File: src/rtl/exc_pkg.sv
package exc_pkg;
  localparam int PC_W    = 32;
  localparam int CAUSE_W = 4;
  localparam int NSTG    = 3;  // registered stages: decode, execute, memory

  localparam logic [CAUSE_W-1:0] C_FETCH = 4'd0;
  localparam logic [CAUSE_W-1:0] C_ILL   = 4'd1;
  localparam logic [CAUSE_W-1:0] C_OVF   = 4'd2;
  localparam logic [CAUSE_W-1:0] C_DMEM  = 4'd3;
  localparam logic [CAUSE_W-1:0] C_IRQ   = 4'd8;

  typedef struct packed {
    logic               vld;
    logic               exc;
    logic [CAUSE_W-1:0] cause;
    logic [PC_W-1:0]    pc;
  } exc_pkt_t;

  // Cause raised by the source that feeds stage boundary idx (0 fetch .. 3 memory).
  function automatic logic [CAUSE_W-1:0] src_cause(input int idx);
    return CAUSE_W'(idx);
  endfunction

  // An earlier fault wins; a bubble carries nothing.
  function automatic exc_pkt_t exc_merge(input exc_pkt_t p, input logic flag,
                                         input logic [CAUSE_W-1:0] code);
    exc_pkt_t r;
    r = p;
    if (!p.vld) begin
      r = '0;
    end else if (!p.exc && flag) begin
      r.exc   = 1'b1;
      r.cause = code;
    end
    return r;
  endfunction
endpackage

File: src/rtl/exc_pipe.sv
module exc_pipe
  import exc_pkg::*;
(
  input  logic            clk,
  input  logic            rst_n,
  input  logic            flush,
  input  exc_pkt_t        fetch_pkt,
  input  logic [NSTG-1:0] src_flag,
  output exc_pkt_t        m_pkt
);
  for (genvar g = 0; g < NSTG; g++) begin : stg
    exc_pkt_t prev;
    exc_pkt_t q;
    if (g == 0) begin : g_head
      assign prev = fetch_pkt;
    end else begin : g_link
      assign prev = stg[g-1].q;
    end
    always_ff @(posedge clk) begin
      if (!rst_n || flush) q <= '0;
      else                 q <= exc_merge(prev, src_flag[g], src_cause(g));
    end
  end

  assign m_pkt = stg[NSTG-1].q;

  // a flush empties the commit slot on the following cycle
  a_r6_flush_empties: assert property (@(posedge clk) disable iff (!rst_n)
    flush |=> !m_pkt.vld);
  // a bubble entering decode carries no fault
  a_r10_bubble_clean: assert property (@(posedge clk) disable iff (!rst_n)
    (!fetch_pkt.vld && !flush) |=> !stg[0].q.exc);
endmodule

File: src/rtl/exc_commit.sv
module exc_commit
  import exc_pkg::*;
(
  input  logic               clk,
  input  logic               rst_n,
  input  exc_pkt_t           m_pkt,
  input  logic               mem_fault,
  input  logic               mem_sret,
  input  logic               irq_req,
  input  logic               intr_en,
  output logic               trap_take,
  output logic               sret_take,
  output logic [CAUSE_W-1:0] trap_cause,
  output logic               commit_ok
);
  exc_pkt_t fin;
  logic     irq_take;

  always_comb begin
    fin        = exc_merge(m_pkt, mem_fault, src_cause(NSTG));
    irq_take   = m_pkt.vld && irq_req && intr_en;
    trap_take  = irq_take || fin.exc;
    trap_cause = irq_take ? C_IRQ : fin.cause;
    sret_take  = m_pkt.vld && mem_sret && !trap_take;
    commit_ok  = m_pkt.vld && !trap_take;
  end

  // an empty commit slot never traps or returns
  a_r10_empty_slot: assert property (@(posedge clk) disable iff (!rst_n)
    !m_pkt.vld |-> !trap_take && !sret_take);
  // a committed cause is one of the defined codes
  a_r4_cause_code: assert property (@(posedge clk) disable iff (!rst_n)
    trap_take |-> (trap_cause <= C_DMEM) || (trap_cause == C_IRQ));
endmodule

File: src/rtl/exc_csr.sv
module exc_csr
  import exc_pkg::*;
(
  input  logic               clk,
  input  logic               rst_n,
  input  logic               trap_take,
  input  logic               sret_take,
  input  logic [CAUSE_W-1:0] trap_cause,
  input  logic [PC_W-1:0]    trap_pc,
  output logic [CAUSE_W-1:0] cause_q,
  output logic [PC_W-1:0]    epc_q,
  output logic               intr_en,
  output logic               sup_mode
);
  always_ff @(posedge clk) begin
    if (!rst_n) begin
      cause_q  <= '0;
      epc_q    <= '0;
      intr_en  <= 1'b1;
      sup_mode <= 1'b0;
    end else if (trap_take) begin
      cause_q  <= trap_cause;
      epc_q    <= trap_pc;
      intr_en  <= 1'b0;
      sup_mode <= 1'b1;
    end else if (sret_take) begin
      intr_en  <= 1'b1;
      sup_mode <= 1'b0;
    end
  end

  // the saved PC is the trapping instruction's PC
  a_r5_epc_capture: assert property (@(posedge clk) disable iff (!rst_n)
    trap_take |=> epc_q == $past(trap_pc));
  // a trap masks interrupts and enters supervisor mode
  a_r8_enter_sup: assert property (@(posedge clk) disable iff (!rst_n)
    trap_take |=> !intr_en && sup_mode);
  // a return unmasks interrupts and leaves supervisor mode
  a_r9_leave_sup: assert property (@(posedge clk) disable iff (!rst_n)
    sret_take |=> intr_en && !sup_mode);
endmodule

File: src/rtl/exc_commit_unit.sv
module exc_commit_unit
  import exc_pkg::*;
#(
  parameter logic [31:0] HANDLER_PC = 32'h0000_0080
) (
  input  logic               clk,
  input  logic               rst_n,
  input  logic               fetch_valid,
  input  logic [PC_W-1:0]    fetch_pc,
  input  logic               fetch_fault,
  input  logic               dec_illegal,
  input  logic               exe_overflow,
  input  logic               mem_fault,
  input  logic               mem_sret,
  input  logic               irq_req,
  output logic               kill_fetch,
  output logic               kill_dec,
  output logic               kill_exe,
  output logic               kill_wb,
  output logic               commit_valid,
  output logic [PC_W-1:0]    commit_pc,
  output logic               redirect_valid,
  output logic [PC_W-1:0]    redirect_pc,
  output logic [CAUSE_W-1:0] cause_q,
  output logic [PC_W-1:0]    epc_q,
  output logic               intr_en,
  output logic               sup_mode
);
  exc_pkt_t           fetch_pkt, m_pkt;
  logic               trap_take, sret_take, commit_ok, flush;
  logic [CAUSE_W-1:0] trap_cause;

  always_comb begin
    fetch_pkt = '0;
    if (fetch_valid) begin
      fetch_pkt.vld = 1'b1;
      fetch_pkt.pc  = fetch_pc;
    end
  end

  assign flush = trap_take || sret_take;

  exc_pipe u_pipe (
    .clk      (clk),
    .rst_n    (rst_n),
    .flush    (flush),
    .fetch_pkt(fetch_pkt),
    .src_flag ({exe_overflow, dec_illegal, fetch_fault}),
    .m_pkt    (m_pkt)
  );

  exc_commit u_commit (
    .clk       (clk),
    .rst_n     (rst_n),
    .m_pkt     (m_pkt),
    .mem_fault (mem_fault),
    .mem_sret  (mem_sret),
    .irq_req   (irq_req),
    .intr_en   (intr_en),
    .trap_take (trap_take),
    .sret_take (sret_take),
    .trap_cause(trap_cause),
    .commit_ok (commit_ok)
  );

  exc_csr u_csr (
    .clk       (clk),
    .rst_n     (rst_n),
    .trap_take (trap_take),
    .sret_take (sret_take),
    .trap_cause(trap_cause),
    .trap_pc   (m_pkt.pc),
    .cause_q   (cause_q),
    .epc_q     (epc_q),
    .intr_en   (intr_en),
    .sup_mode  (sup_mode)
  );

  assign kill_fetch     = flush;
  assign kill_dec       = flush;
  assign kill_exe       = flush;
  assign kill_wb        = trap_take;
  assign commit_valid   = commit_ok;
  assign commit_pc      = m_pkt.pc;
  assign redirect_valid = flush;
  assign redirect_pc    = trap_take ? HANDLER_PC : epc_q;

  // with interrupts masked, a request alone leaves a clean commit intact
  a_r8_masked_irq: assert property (@(posedge clk) disable iff (!rst_n)
    (!intr_en && m_pkt.vld && !m_pkt.exc && !mem_fault) |-> commit_valid);
  // a return never blocks the returning instruction's writeback
  a_r9_keep_wb: assert property (@(posedge clk) disable iff (!rst_n)
    (redirect_valid && !trap_take) |-> !kill_wb && commit_valid);
endmodule

File: config.mk
export PLATFORM = sky130hd
export DESIGN_NAME = exc_commit_unit
export DESIGN_NICKNAME = d
export VERILOG_FILES = /design/src/rtl/exc_pkg.sv /design/src/rtl/exc_pipe.sv /design/src/rtl/exc_commit.sv /design/src/rtl/exc_csr.sv /design/src/rtl/exc_commit_unit.sv
export SDC_FILE = /design/constraint.sdc
export NUM_CORES = 1
export LEC_CHECK = 0
export ABC_AREA = 1
export BUFFER_PORTS_ARGS = -buffer_cell sky130_fd_sc_hd__clkbuf_2
export CORE_AREA = 2 2 107 109
export CTS_BUF_LIST = sky130_fd_sc_hd__clkbuf_8
export CTS_CLUSTER_DIAMETER = 30
export CTS_CLUSTER_SIZE = 12
export DETAILED_ROUTE_END_ITERATION = 8
export DIE_AREA = 0 0 109 111
export PLACE_DENSITY = 0.8
export SYNTH_ARGS = -nofsm -noshare
export SYNTH_HDL_FRONTEND = slang
export SYNTH_HIERARCHICAL = 1
export SYNTH_SLANG_ARGS = --single-unit
File: constraint.sdc
create_clock -name clk -period 1.6 [get_ports clk]
set_input_delay 0.32 -clock clk [delete_from_list [all_inputs] [get_ports clk]]
set_output_delay 0.32 -clock clk [all_outputs]
set_load 0.01 [all_outputs]
==> reports/qor.csv <==
stage,metric,value,unit
routing,Initial DRT Pass Iterations,5,
routing,DR WL met3,525,um
routing,DRT antenna net count,0,
timing,Final Setup Violations,148,
floorplanning,core area,0.0111,sq mm
timing,setup ws final,-0.297,ns
logic_synthesis,synthesis-stage register bit count,152,
place,I/O Buffers,148,
logic_synthesis,Netlist cell types,22,
worst_setup_path,largest fanout on the critical path,6,
clocking,Num CTS Buffers,17,
place,Post-DP Area,0.00625,sq mm
grt,largest net degree at the start of global routing,26,
place,gp weighted congestion,0.840,
floorplanning,Die Y,111,um
cells_and_area,"commonest non-fill, non-tap cell in the layout",inv_1,
routing,Vias per Instance,4.37,
grt,initial antenna violation count,0,
logic_synthesis,Synth warnings,6,
floorplanning,Initial Util,0.481,
worst_hold_path,HP Class,input pin to flip-flop,
clocking,clock sinks,152,
logic_synthesis,Post-Synthesis Cells,689,
routing,Initial DRC Count,208,
cells_and_area,# diodes,0,
logic_synthesis,Post-Syn Area,0.00533,sq mm
routing,WL final,13.8,mm
timing,Hold Fails Final Rpt,0,
power,Worst IR Drop VDD,0.605,mV
worst_setup_path,Worst setup SP type,flip-flop,
cells_and_area,FF/Latch Area,0.00305,sq mm
floorplanning,boundary pin count,149,
timing,Pins Over Slew Limit,0,
logic_synthesis,sequential cell area fraction in the yosys report,0.571,
routing,met2 wire len,7.78,mm
routing,Top Layer Used,met4,
clocking,H-tree depth,4,
cells_and_area,Final #Nets,924,
power,Leak,0.00371,uW
cells_and_area,share of layout cells above drive strength 1,0.422,
worst_setup_path,WP data required,1.96,ns
power,pwr/cell area,960,mW/mm^2
floorplanning,die area,0.0121,sq mm
clocking,clock root buffer,clkbuf_8,
grt,vias in the first global route,3906,
worst_setup_path,Worst setup EP type,flip-flop,
floorplanning,Cell Rows,39,
run_status,status,"complete, but fails checks",
clocking,"CTS clk-pin slew, worst paths",0.09,ns
cells_and_area,Layout area overhead,48.7,%
place,dpl cells,979,
cells_and_area,area of the multi-input gates,0.00192,sq mm
timing,Achievable Freq,527,MHz
grt,Overflow after GRT,0,
logic_synthesis,mean post-synth cell area,7.73,sq um
cells_and_area,most frequent cells in the layout,"inv_1 (183), dfxtp_1 (149), clkbuf_2 (111), nor2_1 (95), nor2_2 (85)",
routing,WL per Instance,13.3,um
routing,vias,4538,
worst_setup_path,crit path DAT,2.26,ns
clocking,Clock Path Buffers,2,
run,Max-Cap Viols,0,
routing,DRT met1 WL,5.20,mm
place,HPWL after DPL,7.35,mm
run_status,failing checks,setup timing,
timing,clock skew,0.00979,ns
clocking,CTS tree,built,
worst_setup_path,crit path kind,flip-flop to flip-flop,
clocking,"Clk Latency, worst-skew pair",0.42,ns
timing,RSZ-0062 raised after global routing,yes,
routing,post-route DRC violation count,0,
cells_and_area,post-route insts no fill,1039,
cells_and_area,FILL cells,792,
grt,first-pass GRT wire length,17.7,mm
clocking,hold buffers post-CTS,0,
timing,"Period Utilization, post-route",1.19,
timing,Period minus WS final,1.90,ns
floorplanning,chip width,109,um
cells_and_area,Post-Layout Inst Area,0.00792,sq mm
grt,gr usage total,0.187,
-- state kept, by name, indices dropped and copies added, names as in the netlist --
register and cells:
u_csr/epc_q 32, u_csr/sup_mode 1, u_pipe/stg.q 76, u_pipe/m_pkt 38, u_csr/intr_en 1, u_csr/cause_q 4
-- logic make-up (layout without fill, tap and decap cells) --
logic type | Yosys count | in the layout | share of synthesized area
DFF | 152 | 152 | 0.571
and+or+nand+nor | 274 | 274 | 0.201
other | 1 | 6 | 0.000704
buffers and inverters | 218 | 420 | 0.185
AOI/OAI and AO/OA | 44 | 44 | 0.0427
-- synthesized netlist by cell type (all sizes together) --
cell    count  share of area
nand2      47          0.035
o21ai      40          0.038
conb        1        0.00070
buf        23          0.044
nor2      222           0.16
dfxtp     152           0.57
a21oi       4         0.0052
nand3       5         0.0047
inv       188           0.13
clkbuf      7         0.0080
-- report_power, final --
part | total (uW) | internal [uW] | leakage, uW | switching (uW)
sequential | 3900 | 3850 | 0.00123 | 48.9
clock | 2950 | 1470 | 0.000207 | 1480
combinational | 751 | 344 | 0.00227 | 407
total | 7600 | 5670 | 0.00371 | 1930
-- worst max-delay path, stage by stage, from the launching register on --
cell	delay (ns)
dfxtp_2	0.34
o21ai_4	0.15
nand2_4	0.09
buf_4	0.14
buf_6	0.11
inv_4	0.06
nand2_4	0.07
buf_6	0.13
nor2_4	0.19
buf_12	0.16
nand2_8	0.09
clkbuf_16	0.21
nor2_1	0.08
-- metrics by stage --
stage / total power, uW / worst slack, ns / setup TNS (ns) / utilization / hold slack (ns)
after detailed placement: 4470 / -0.0383 / -0.271 / 0.564 / 0.397
after global placement: 4460 / -0.0000786 / -0.0000786 / 0.564 / 0.394
after floorplan: 4280 / 0.0146 / 0 / - / 0.394
after global routing: 7910 / -0.364 / -42.97 / 0.715 / 0.132
after CTS: 7440 / -0.287 / -9.71 / 0.629 / 0.127
final: 7600 / -0.297 / -34.08 / 0.715 / 0.156
-- routing by layer --
| metal | up-vias | global-route usage |
|---|---|---|
| met5 | - | 0 |
| met4 | 0 | 0.0624 |
| met3 | 18 | 0.0429 |
| met2 | 123 | 0.338 |
| met1 | 2084 | 0.213 |
| li1 | 2313 | - |
-- area by class of cell --
cell class / count / area share
Sequential cell: 152 / 0.385
Multi-Input combinational cell: 324 / 0.242
Tap cell: 143 / 0.0226
Clock inverter: 14 / 0.0205
Timing Repair Buffer: 200 / 0.209
Clock buffer: 18 / 0.0313
Inverter: 188 / 0.0897
-- final timing paths --
| check | depth (start not counted) | endpoint | start | slack [ns] |
|---|---|---|---|---|
| max | 12 | u_pipe/stg[1].q[19] | u_pipe/m_pkt[36] | -0.30 |
| min | 3 | u_pipe/stg[0].q[36] | fetch_fault | 0.16 |
| max reg2reg | 12 | u_pipe/stg[1].q[19] | u_pipe/m_pkt[36] | -0.30 |
| min reg2reg | 2 | u_pipe/stg[1].q[14] | u_pipe/stg[0].q[14] | 0.41 |
-- timing repair --
item                       CTS  global route
buffers inserted             7             7
gates resized for setup     55           208
pin swaps                   24            10
gates cloned                 3            12
setup endpoints to repair   38           171
(Power assumes the default switching activity.)
